[config.mk]
export PLATFORM = sky130hd
export DESIGN_NAME = rst_pin_filter
export DESIGN_NICKNAME = d
export VERILOG_FILES = /design/src/rtl/rst_pin_filter.sv
export SDC_FILE = /design/constraint.sdc
export NUM_CORES = 1
export LEC_CHECK = 0
export CORE_AREA = 2 2 39 41
export CTS_BUF_LIST = sky130_fd_sc_hd__clkbuf_16
export CTS_CLUSTER_SIZE = 8
export DETAILED_ROUTE_END_ITERATION = 10
export DIE_AREA = 0 0 41 43
export PLACE_DENSITY = 0.83
export SYNTH_ARGS = -nofsm -noshare
export SYNTH_HDL_FRONTEND = slang
export SYNTH_SLANG_ARGS = --single-unit
[constraint.sdc]
create_clock -name clk -period 4.3 [get_ports clk]
set_input_delay 0.86 -clock clk [delete_from_list [all_inputs] [get_ports clk]]
set_output_delay 0.86 -clock clk [all_outputs]
set_load 0.03 [all_outputs]
[src/rtl/rst_pin_filter.sv]
module rst_pin_filter #(
  parameter int CNT_W   = 5,
  parameter int LP_HOLD = 3
) (
  input  logic             clk,
  input  logic             rst_n,
  input  logic             pin_n,
  input  logic             stop_mode,
  input  logic [1:0]       run_filt_sel,
  input  logic             stop_filt_en,
  input  logic [CNT_W-1:0] bus_filt_cnt,
  input  logic             lp_tick,
  output logic             rst_req
);
  localparam int LPW = $clog2(LP_HOLD + 1);
  localparam int CW  = (CNT_W > LPW) ? CNT_W : LPW;
  localparam logic [1:0] SEL_BUS = 2'd1;
  localparam logic [1:0] SEL_LP  = 2'd2;

  logic [1:0]    sync_q;
  logic          pin_s;
  logic          filt_q;
  logic [CW-1:0] cnt_q;
  logic          use_bus, use_lp, differ, bus_done, lp_done;

  always_ff @(posedge clk or negedge rst_n)
    if (!rst_n) sync_q <= 2'b11;
    else        sync_q <= {sync_q[0], pin_n};

  assign pin_s    = sync_q[1];
  assign use_lp   = stop_mode ? stop_filt_en : (run_filt_sel == SEL_LP);
  assign use_bus  = !stop_mode && (run_filt_sel == SEL_BUS);
  assign differ   = pin_s ^ filt_q;
  assign bus_done = cnt_q >= CW'(bus_filt_cnt);
  assign lp_done  = cnt_q >= CW'(LP_HOLD - 1);

  always_ff @(posedge clk or negedge rst_n)
    if (!rst_n) begin
      filt_q <= 1'b1;
      cnt_q  <= '0;
    end else if (!use_bus && !use_lp) begin
      filt_q <= pin_s;
      cnt_q  <= '0;
    end else if (!differ) begin
      cnt_q  <= '0;
    end else if (use_bus) begin
      if (bus_done) begin
        filt_q <= pin_s;
        cnt_q  <= '0;
      end else begin
        cnt_q  <= cnt_q + CW'(1);
      end
    end else if (lp_tick) begin
      if (lp_done) begin
        filt_q <= pin_s;
        cnt_q  <= '0;
      end else begin
        cnt_q  <= cnt_q + CW'(1);
      end
    end

  assign rst_req = ~filt_q;
endmodule


==> impl_metrics.py <==
metrics = {
    "logic_synthesis": {
        "synth-compound-area-share_pct": 21.6,
        "synth_area_leaders": "dfrtp_1, ha_1, dfstp_2",
        "synth_xor_area_share_pct": 4.16,
        "synth_adder_area_share_pct": 13.9,
        "yosys.area.top_type": "dfrtp_1",
        "synth-seq-cells": 8,
        "syn_area_um2": 632,
        "synth_top_family_by_area": "simple AND/OR/NAND/NOR gates",
        "avgSynthCellArea_um2": 9.43,
        "synth_top_area_share_pct": 19.8,
        "syn_inst": 67,
        "syn-num-nets": 87,
        "muxShareOfSynthArea_pct": 1.78,
        "yosysSeqAreaShare_pct": 32.3,
        "yosysWarnings": 0,
        "synth.distinct_cells": 31,
        "yosys.area_share.simple_pct": 22.2,
    },
    "finish": {
        "nFillCells": 108,
        "num-nets-final": 105,
        "antenna_cells": 0,
        "drive_above_1_share_pct": 17.9,
        "syn_to_final_growth_pct": 36.2,
    },
    "clocking": {
        "insertion_delay_ns": 0.24,
        "cts_resized": 0,
        "clock_sink_count": 8,
        "clock_path_buffers": 2,
        "cts_tree": "yes",
        "cts_max_level": 1,
        "clk_pin_slew_ns": 0.03,
        "cts_buffers": 3,
        "hold_buffers": 0,
        "cts_root_buf": "clkbuf_16",
        "post_cts_buffers": 0,
    },
    "die": {
        "rows": 14,
        "fp.dieH_um": 43,
        "start_util_pct": 45.7,
        "io_pins": 14,
        "coreArea_mm2": 0.00138,
        "die-area_mm2": 0.00176,
        "die_w_um": 41,
    },
    "global_routing": {
        "grt_pass1_wl_um": 2290,
        "grt_pass1_vias": 555,
        "grt_max_degree": 11,
        "overflow": 0,
        "grtUsageTotal_pct": 19.3,
        "grtUsageMet1_pct": 23.0,
        "grt-busiest-layer": "met2",
        "antenna_found_initial": 0,
        "grt_use_met2_pct": 32.2,
        "gr-usage-met3_pct": 4.71,
    },
    "power_and_ir_drop": {
        "power.switching_uw": 82.4,
        "power_density_mw_per_mm2": 371,
        "swShare_pct": 25.8,
        "p_clk_share_pct": 50.1,
        "internal-power_uw": 237,
        "irDropWorstVdd_uv": 377,
        "p_comb_share_pct": 21.3,
        "p_leak_uw": 0.000375,
        "seqPwrFrac_pct": 28.6,
    },
    "place": {
        "gp_congestion": 0.794,
        "io_buffers": 13,
        "dp_worst_setup_slack_ns": 1.54,
        "hpwlAfterDp_um": 987,
    },
    "routing": {
        "drc": 0,
        "ant_nets": 0,
        "dr_total_vias": 531,
        "wire_per_inst_um": 13.5,
        "dr.pass1.iters": 4,
        "wirelength_um": 1350,
        "avgViaCountPerCell": 5.31,
        "drtIter0Drc": 15,
    },
    "setup_path": {
        "crit_required_ns": 4.39,
        "path_max_fanout": 5,
        "r2r-start": "cnt_q[2]$_DFFE_PN0P_",
        "rr_worst_depth": 6,
        "end_kind": "flip-flop",
        "rrSetupSlack_ns": 2.39,
        "critPathKind": "input port to flip-flop",
        "worstPathArrival_ns": 2.61,
        "r2r_end": "cnt_q[0]$_DFFE_PN0P_",
        "startpoint_type": "input port",
    },
    "timing": {
        "relSlewSlack_pct": 71.4,
        "final_hold_viol_count": 0,
        "tightest_slew_ns": 0.428,
        "fin_ws_ns": 1.79,
        "post-route-period-util_pct": 58.5,
        "layout_min_cycle_time_ns": 2.51,
        "holdWs_ns": 0.352,
        "setup_tns_ns": 0,
        "setup_viol": 0,
        "fmax_ghz": 0.398,
        "finClkSkew_ns": 0.00803,
        "slew_violations": 0,
        "rsz0062_at_grt": "false",
    },
    "job": {
        "cap_viol_max_count": 0,
    },
    "hold_path": {
        "hp-start": "sync_q[0]$_DFF_PN1_",
        "whs_path_depth": 0,
        "min_to": "sync_q[1]$_DFF_PN1_",
        "worst_hold_path_type": "flip-flop to flip-flop",
    },
    "outcome": {
        "outcome": "completed",
    },
}
-- per-layer routing --
metal,wire length (µm),share of wire (%)
met1,598,44
met2,704,52
met3,27,2.0
met4,16,1.2
met5,0,0
-- sequential cells by signal, summed over array words and instances (netlist names) --
register / flops
sync_q: 2
filt_q: 1
cnt_q: 5
-- per-stage QoR --
stage	cell area, µm²	instances	util [%]	total power, µW
after detailed placement	782	96	56.5	159
final	861	100	62.2	319
after global routing	861	100	62.2	336
after CTS	861	100	62.2	321
after global placement	782	96	56.5	157
after floorplan	632	67	-	133
-- cells in the mapped netlist (all sizes together) --
master / number
a31oi: 1
o211a: 1
xor2: 2
o31ai: 1
nor3b: 1
dfrtp: 5
xnor2: 1
o211ai: 3
and3: 1
nand2: 9
nor3: 1
or3: 2
mux2: 1
nand2b: 1
nand3: 2
a211oi: 1
nor4b: 1
o311ai: 1
inv: 7
o21ai: 5
ha: 7
nand4: 1
a21oi: 2
nor2: 3
or3b: 1
dfstp: 3
or2: 1
nor2b: 1
a22oi: 1
-- worst max-delay path by stage --
stage | to | slack, ns | start | depth (start not counted)
final | cnt_q[0]$_DFFE_PN0P_ | 1.79 | bus_filt_cnt[2] | 8
after global routing | cnt_q[2]$_DFFE_PN0P_ | 1.62 | bus_filt_cnt[2] | 8
after CTS | cnt_q[2]$_DFFE_PN0P_ | 1.79 | bus_filt_cnt[2] | 8
after detailed placement | cnt_q[0]$_DFFE_PN0P_ | 1.54 | bus_filt_cnt[2] | 8
after global placement | cnt_q[2]$_DFFE_PN0P_ | 1.58 | bus_filt_cnt[2] | 8
after floorplan | filt_q$_DFFE_PN1P_ | 2.17 | bus_filt_cnt[2] | 7
-- cell type report --
| type | instances | area [µm²] | area share, % |
|---|---|---|---|
| clock buffer | 3 | 75.1 | 8.72 |
| clock inverter | 1 | 3.75 | 0.436 |
| inverter | 7 | 26.3 | 3.05 |
| multi-input combinational | 52 | 402 | 46.7 |
| sequential | 8 | 204 | 23.7 |
| tap | 16 | 20.0 | 2.33 |
| timing repair buffer | 13 | 130 | 15.1 |
-- layout by cell type, fill, tap and decap left out, drive strengths merged, types with 2 or more instances in the layout --
cell / count
a21oi: 2
nand2: 9
nor2: 3
or3: 2
clkbuf: 3
o211ai: 3
inv: 8
clkdlybuf4s50: 13
dfrtp: 5
ha: 7
dfstp: 3
xor2: 2
o21ai: 5
nand3: 2
-- power groups by stage --
stage	clock [µW]	combinational (µW)	sequential, µW
4_1_cts	161	68.6	91.3
2_1_floorplan	0	42.6	90.2
6_report	160	68.0	91.3
3_5_place_dp	0	67.2	91.8
3_3_place_gp	0	65.3	91.4
5_1_grt	167	76.7	92.4
-- critical path, cell delays in order --
cell	delay, ns
clkdlybuf4s50_1	0.45
inv_1	0.04
ha_1	0.28
nand2_1	0.05
o21ai_0	0.28
a31oi_4	0.16
o21ai_1	0.33
o21ai_0	0.15
-- logic make-up after synthesis --
logic type               Yosys count
multiplexers                       1
AO/OA/AOI/OAI                     16
AND/OR/NAND/NOR                   25
buffers and inverters              7
flip-flops                         8
adder cells (fa/ha/maj)            7
XOR/XNOR                           3
No activity file was read; power rests on OpenSTA's default activity.
